<file path="src/rtl/rule_fsm_engine.sv">
module rule_fsm_engine #(
  parameter int N_STATES  = 8,
  parameter int N_INPUTS  = 4,
  parameter int N_RULES   = 4,
  parameter int N_OUTPUTS = 4,
  localparam int SW = (N_STATES > 1) ? $clog2(N_STATES) : 1,
  localparam int RW = (N_RULES > 1) ? $clog2(N_RULES) : 1,
  localparam int MW = 1 << N_INPUTS
) (
  input  logic                 clk,
  input  logic                 rst,
  input  logic                 run_en,
  input  logic                 cfg_we,
  input  logic [SW-1:0]        cfg_state,
  input  logic [RW-1:0]        cfg_rule,
  input  logic                 cfg_valid,
  input  logic [MW-1:0]        cfg_mask,
  input  logic [SW-1:0]        cfg_next,
  input  logic [N_OUTPUTS-1:0] cfg_out,
  input  logic [N_INPUTS-1:0]  in_x,
  output logic [SW-1:0]        state_q,
  output logic [N_OUTPUTS-1:0] out_q
);
  localparam int NE = N_STATES * N_RULES;

  logic                 tv [NE];
  logic [MW-1:0]        tm [NE];
  logic [SW-1:0]        tn [NE];
  logic [N_OUTPUTS-1:0] to [NE];

  logic                 cfg_wr;
  logic                 hit;
  logic [SW-1:0]        nxt;
  logic [N_OUTPUTS-1:0] nout;

  assign cfg_wr = cfg_we && !run_en && !rst && (int'(cfg_state) < N_STATES)
                  && (int'(cfg_rule) < N_RULES);

  always_ff @(posedge clk) begin
    if (rst) begin
      for (int e = 0; e < NE; e++) tv[e] <= 1'b0;
    end else if (cfg_wr) begin
      tv[int'(cfg_state) * N_RULES + int'(cfg_rule)] <= cfg_valid;
      tm[int'(cfg_state) * N_RULES + int'(cfg_rule)] <= cfg_mask;
      tn[int'(cfg_state) * N_RULES + int'(cfg_rule)] <= cfg_next;
      to[int'(cfg_state) * N_RULES + int'(cfg_rule)] <= cfg_out;
    end
  end

  // lowest index scanned last so it wins
  always_comb begin
    hit  = 1'b0;
    nxt  = state_q;
    nout = '0;
    for (int r = N_RULES - 1; r >= 0; r--) begin
      if (tv[int'(state_q) * N_RULES + r] && tm[int'(state_q) * N_RULES + r][in_x]) begin
        hit  = 1'b1;
        nxt  = tn[int'(state_q) * N_RULES + r];
        nout = to[int'(state_q) * N_RULES + r];
      end
    end
  end

  always_ff @(posedge clk) begin
    if (rst) begin
      state_q <= '0;
      out_q   <= '0;
    end else if (run_en) begin
      state_q <= nxt;
      out_q   <= nout;
    end else begin
      out_q   <= '0;
    end
  end

  AST_RESET_CLEARS: assert property (@(posedge clk)
    rst |=> (state_q == '0) && (out_q == '0));
  AST_IDLE_OUT_ZERO: assert property (@(posedge clk) disable iff (rst)
    !run_en |=> (out_q == '0));
  AST_IDLE_STATE_HOLD: assert property (@(posedge clk) disable iff (rst)
    !run_en |=> $stable(state_q));
  AST_NOMATCH_HOLD: assert property (@(posedge clk) disable iff (rst)
    (run_en && !hit) |=> $stable(state_q) && (out_q == '0));
endmodule

</file>
<file path="config.mk">
export PLATFORM = sky130hd
export DESIGN_NAME = rule_fsm_engine
export DESIGN_NICKNAME = d
export VERILOG_FILES = /design/src/rtl/rule_fsm_engine.sv
export SDC_FILE = /design/constraint.sdc
export NUM_CORES = 1
export LEC_CHECK = 0
export BUFFER_PORTS_ARGS = -buffer_cell sky130_fd_sc_hd__buf_4
export CAP_MARGIN = 0
export CELL_PAD_IN_SITES_DETAIL_PLACEMENT = 1
export CELL_PAD_IN_SITES_GLOBAL_PLACEMENT = 2
export CORE_MARGIN = 2
export CORE_UTILIZATION = 25
export CTS_BUF_LIST = sky130_fd_sc_hd__clkbuf_2 sky130_fd_sc_hd__clkbuf_4 sky130_fd_sc_hd__clkbuf_8
export CTS_CLUSTER_SIZE = 20
export DETAILED_ROUTE_END_ITERATION = 8
export HOLD_SLACK_MARGIN = 0.15
export PLACE_DENSITY_LB_ADDON = 0.1
export SLEW_MARGIN = 20
export SYNTH_ARGS = -nofsm -noshare
export SYNTH_HDL_FRONTEND = slang
export SYNTH_SLANG_ARGS = --single-unit
</file>
<file path="constraint.sdc">
create_clock -name clk -period 3.7 [get_ports clk]
set_clock_uncertainty 0.1 [all_clocks]
set_input_delay 0 -clock clk [delete_from_list [all_inputs] [get_ports clk]]
set_output_delay 0 -clock clk [all_outputs]
set_load 0.005 [all_outputs]
</file>
# --- Yosys cells after proc, flatten, opt, wreduce, memory -nomap -nowiden ---
# Memories as Yosys holds them, arrays and structs flattened. A register that Yosys moved wholly into a read port is not among the register bits.
# Cells that the tools add are included.
word_totals:
  register_bits: 7
  input_bits: 37
  n_memories: 4
  word_cells: 56
  output_inout_bits: 7
  mem_bits_rw: 768
mem_list:
  columns: ["name", "depth", "word_bits", "read_ports", "rd_ports_with_merged_regs", "wr", "line_no", "rtl"]
  rows:
  - ["tm", 32, 16, 4, 1, 1, "27", "logic [MW-1:0] tm [NE];"]
  - ["to", 32, 4, 4, 1, 1, "29", "logic [N_OUTPUTS-1:0] to [NE];"]
  - ["tn", 32, 3, 4, 1, 1, "28", "logic [SW-1:0] tn [NE];"]
  - ["tv", 32, 1, 4, 1, 32, "26", "logic tv [NE];"]
op_classes:
  reduce_logical: 12
  magnitude_cmp: 1
  bitwise_logic: 1
  muxes: 32
  addsub: 4
op_table:
  columns: ["operator", "n"]
  rows:
  - ["two-way mux 5 bit", 9]
  - ["binary-select mux 1 bit (select 4 bit)", 4]
  - ["two-way mux 4 bit", 4]
  - ["two-way mux 3 bit", 4]
  - ["two-way mux 1 bit", 11]
  - ["adder 5 x 2 -> 5 bit, second input constant", 2]
  - ["logical AND 1 bit", 6]
  - ["adder 5 x 1 -> 5 bit, second input constant", 1]
  - ["adder 5 x 2 -> 5 bit", 1]
  - ["less-than comparator 4 x 5 -> 1 bit, second input constant", 1]
  - ["nonzero test 4 bit", 1]
  - ["logical NOT 1 bit", 2]
  - ["AND reduction 2 bit", 1]
  - ["OR reduction 2 bit", 1]
  - ["inverter 1 bit", 1]
  - ["OR reduction 1 bit", 1]

# --- Logic depth before layout (Yosys ltp) ---
# An unclocked memory read counts as a cell.
logic_depth:
  depth_word: 11
  ltp_mapped: 15
  mapped_depth_nobuf: 9

# --- Worst setup path after synthesis ---
# Ideal clock, no wire load.
synth_timing:
  path_type: "flip-flop to flip-flop"
  from: "register state_q[0]"
  to: "register with a tool-made name"
  path_stages_with_launch: 12
  arrival_time_ps: 3190
  period_less_slack_ps: 3411
  slack_ps: 289
  required_time_ps: 3478
  path_cell_list: "dfxtp_1 -> buf_6 -> buf_6 -> mux4_2 -> a22oi_1 -> a211oi_1 -> or2_2 -> o22a_2 -> nand2_2 -> mux2_1 -> mux4_2 -> a221o_1"
synth_rtl:
  columns: ["item", "line_no", "rtl"]
  rows:
  - ["start: declaration", "21", "output logic [SW-1:0] state_q,"]
  - ["start signal: assignment", "69", "state_q <= nxt;"]

==> out/metrics.json <==
{
  "starting_drc_count_in_detailed_routing": 861,
  "cp_startpoint_kind": "flop",
  "endpoint_kind": "flop",
  "numPortBuffers": 43,
  "dr.max_layer_used": "met4",
  "period_share_pct": 97.4,
  "worstSkewPairLatency_ns": 0.85,
  "drc_errors": 0,
  "tightestPinTransition_ns": 0.883,
  "floorplan.die_area_mm2": 0.126,
  "placed_cells_incl_taps": 3215,
  "synthesis.area_per_instance_um2": 20.5,
  "area.growth.synth_to_final_pct": 23.7,
  "totalNegativeSetupSlack_ns": 0,
  "vias": 15900,
  "fill_cells": 12400,
  "mappedNetlistArea_mm2": 0.0308,
  "design.final.nets": 1870,
  "cellInternalPower_mw": 16.7,
  "fmax_mhz": 277,
  "detail_route.vias_per_cell": 4.44,
  "wl_met2_um": 45200,
  "placementRows": 128,
  "initial_core_util_pct": 25.2,
  "worst-endpoint-required_ns": 4.32,
  "number_of_nets_with_antenna_violations_after_detailed_routing": 0,
  "antenna_found_initial": 1,
  "setup-violations-final": 0,
  "cpMaxStageDelayCell": "sky130_fd_sc_hd__mux4_1",
  "crit_chain": "buf_12 > mux4_1 > nand2b_1 > a31o_2 > a211o_1 > o22a_2 > nand2_4 > mux2_1 > mux4_2 > a221o_1",
  "clock_transition_at_the_registers_of_the_reported_paths_ns": 0.06,
  "post-route-cell-area_mm2": 0.0381,
  "cp_slowest_stage_delay_ns": 0.58,
  "synthesis.instances": 1500,
  "overflow": 0,
  "placed_area_mm2": 0.0340,
  "finalCriticalPeriod_ns": 3.60,
  "seqPwrFrac_pct": 42.9,
  "first_global_vias": 17700,
  "combinational_share_of_power_pct": 21.1,
  "worst_slew_margin_rel_pct": 41.0,
  "status": "finished, final reports clean",
  "routed_wl_um": 92900,
  "power.density_mw_per_mm2": 610,
  "core-area_mm2": 0.122,
  "die_w_um": 355,
  "globalplace.congestion": 0.729,
  "synth.yosys.warnings": 0,
  "total_power_mw": 23.2,
  "dr_wl_met3_um": 3110,
  "synth-edff-count": 768,
  "route.detailed.wl_per_inst_um": 26.0,
  "rsz0062_at_grt": "no",
  "grt_max_degree": 44,
  "critPathMaxFanout": 10,
  "library_cell_used_as_clock_root_buffer": "sky130_fd_sc_hd__clkbuf_8",
  "clockPowerShare_pct": 36.0,
  "dp_hpwl_um": 57300,
  "yosysSeqAreaShare_pct": 75.6,
  "multi_input_comb_area_mm2": 0.00724,
  "h-tree-depth": 4,
  "area.sequential_mm2": 0.0233,
  "drt-met1-wl_um": 42600,
  "drtPass1Iterations": 5,
  "setup_ws_ns": 0.0961,
  "drv.max_cap_violation_count": 0,
  "gr-usage-all-layers_pct": 14.9,
  "clock_sink_count": 778,
  "final_util_pct": 31.2,
  "power.net_switching_mw": 6.54,
  "cts_tree": "done",
  "synthFlopType": "sky130_fd_sc_hd__edfxtp_1",
  "synth_nets": 1537,
  "dp_slack_ns": -0.0722,
  "arrival_time_reported_for_the_critical_path_endpoint_ns": 4.23,
  "maximum_clock_insertion_buffer_count": 3,
  "grt_pass1_wl_um": 133000,
  "tritoncts.num_buffers": 146,
  "io-pin-count": 44,
  "p_leak_nw": 12.0,
  "postSynthRegisterBits": 778,
  "fin_cells": 3570,
  "holdCritPathClass": "in2reg",
  "synthArstFlopShare_pct": 0,
  "vdd_ir_drop_max_v": 0.000227,
  "yosys.cell_types.count": 61,
  "fin_worst_hold_slack_ns": 0.268,
  "crit_type": "reg2reg",
  "final_layout_size_suffix_gt1_share_pct": 34.2,
  "die_height_um": 355,
  "switching_share_pct": 28.2,
  "timing.final.hold_violations": 0,
  "final_max_slew_viol_count": 0
}
## sequential cells by signal, summed over array words and instances, names as in the netlist, named ones only
signal	cells
out_q	4
state_q	3
to	128
tm	512
tn	96
tv	32
## critical path: cells and delay by family (launching register included)
family | cells | cell delay, ns
muxes | 3 | 1.38
AOI/OAI and AO/OA | 4 | 1.14
DFF | 1 | 0.41
buffers and inverters | 1 | 0.16
and+or+nand+nor | 2 | 0.29
## final cells by class
| cell class | count | share of cell area, % |
|---|---|---|
| Multi-Input combinational cell | 640 | 19.0 |
| Tap cell | 1625 | 5.34 |
| Inverter | 2 | 0.0197 |
| Clock buffer | 204 | 6.51 |
| Timing Repair Buffer | 265 | 6.91 |
| Clock inverter | 55 | 1.03 |
| Antenna cell | 1 | 0.00658 |
| Sequential cell | 778 | 61.2 |
## power by group through the flow
stage	Clock [mW]	Combinational, mW	Sequential, mW
4_1_cts	8.69	5.01	10.0
6_report	8.36	4.89	9.97
3_3_place_gp	0	4.85	10.2
2_1_floorplan	0	3.12	9.98
5_1_grt	9.06	5.28	9.98
3_5_place_dp	0	4.86	10.2
## per-layer routing
layer / up-vias / track usage, %
met4: 0 / 4.19
met5: - / 0
li1: 6928 / -
met3: 146 / 3.24
met1: 8521 / 19.8
met2: 269 / 24.6
## Yosys cell counts (5+ instances only)
master / number / share of area (%)
sky130_fd_sc_hd__o22ai_1: 8 / 0.16
sky130_fd_sc_hd__a22oi_1: 31 / 0.76
sky130_fd_sc_hd__or2_2: 39 / 0.79
sky130_fd_sc_hd__o211ai_1: 6 / 0.15
sky130_fd_sc_hd__mux2i_1: 127 / 4.1
sky130_fd_sc_hd__buf_1: 11 / 0.13
sky130_fd_sc_hd__nand3b_1: 5 / 0.12
sky130_fd_sc_hd__buf_6: 10 / 0.37
sky130_fd_sc_hd__nand3_1: 22 / 0.36
sky130_fd_sc_hd__nand2b_1: 7 / 0.14
sky130_fd_sc_hd__clkbuf_1: 27 / 0.33
sky130_fd_sc_hd__and2_1: 17 / 0.35
sky130_fd_sc_hd__a22o_1: 8 / 0.23
sky130_fd_sc_hd__o221ai_1: 5 / 0.14
sky130_fd_sc_hd__nand2_1: 32 / 0.39
sky130_fd_sc_hd__buf_4: 7 / 0.17
sky130_fd_sc_hd__edfxtp_1: 768 / 75
sky130_fd_sc_hd__a21oi_1: 19 / 0.31
sky130_fd_sc_hd__and3_1: 27 / 0.55
sky130_fd_sc_hd__mux4_1: 21 / 1.8
sky130_fd_sc_hd__dfxtp_1: 10 / 0.65
sky130_fd_sc_hd__nor3_1: 8 / 0.13
sky130_fd_sc_hd__mux4_2: 131 / 9.6
sky130_fd_sc_hd__mux2_2: 9 / 0.33
sky130_fd_sc_hd__o21ai_0: 8 / 0.13
sky130_fd_sc_hd__nor3b_1: 5 / 0.12
sky130_fd_sc_hd__a31oi_1: 6 / 0.12
sky130_fd_sc_hd__buf_2: 20 / 0.33
sky130_fd_sc_hd__nor2_1: 50 / 0.61
sky130_fd_sc_hd__nor2b_1: 9 / 0.18
## final timing paths
kind / start / end / slack (ns) / cells past startpoint
worst max-delay path: state_q[0] / flop / 0.1 / 10
worst min-delay path: rst / tv[19] / 0.27 / 3
worst max register to register: state_q[0] / flop / 0.1 / 10
worst min register to register: to[25][1] / out_q[1] / 0.72 / 4
## kinds of logic (layout without fill, tap and decap cells)
group           Yosys count  in the layout  share of synthesized area (%)
compound gates          114            114                           2.72
buf+inv                  82            526                           1.66
flops                   778            778                           75.6
mux                     289            289                           15.9
other cells               0              1                              0
simple gates            237            237                           4.14
## layout by cell type (no fill, tap or decap), drive strengths merged, types with 22 or more instances in the layout
cell and instances:
a22oi 31, and3 27, buf 197, clkbuf 204, clkinv 40, dlygate4sd3 68, edfxtp 768, mux2i 127
mux4 152, nand2 33, nand3 22, nor2 51, or2 39
## timing repair
| item | CTS | global route |
|---|---|---|
| setup endpoints to repair | 4 | 3 |
| cloned | 0 | 0 |
| endpoints found under the hold margin | 1417 | 0 |
| resized for setup | 4 | 2 |
| buffers inserted | 0 | 3 |
| pin swaps | 0 | 0 |
| hold buffers | 92 | 0 |
(Power assumes the default switching activity.)
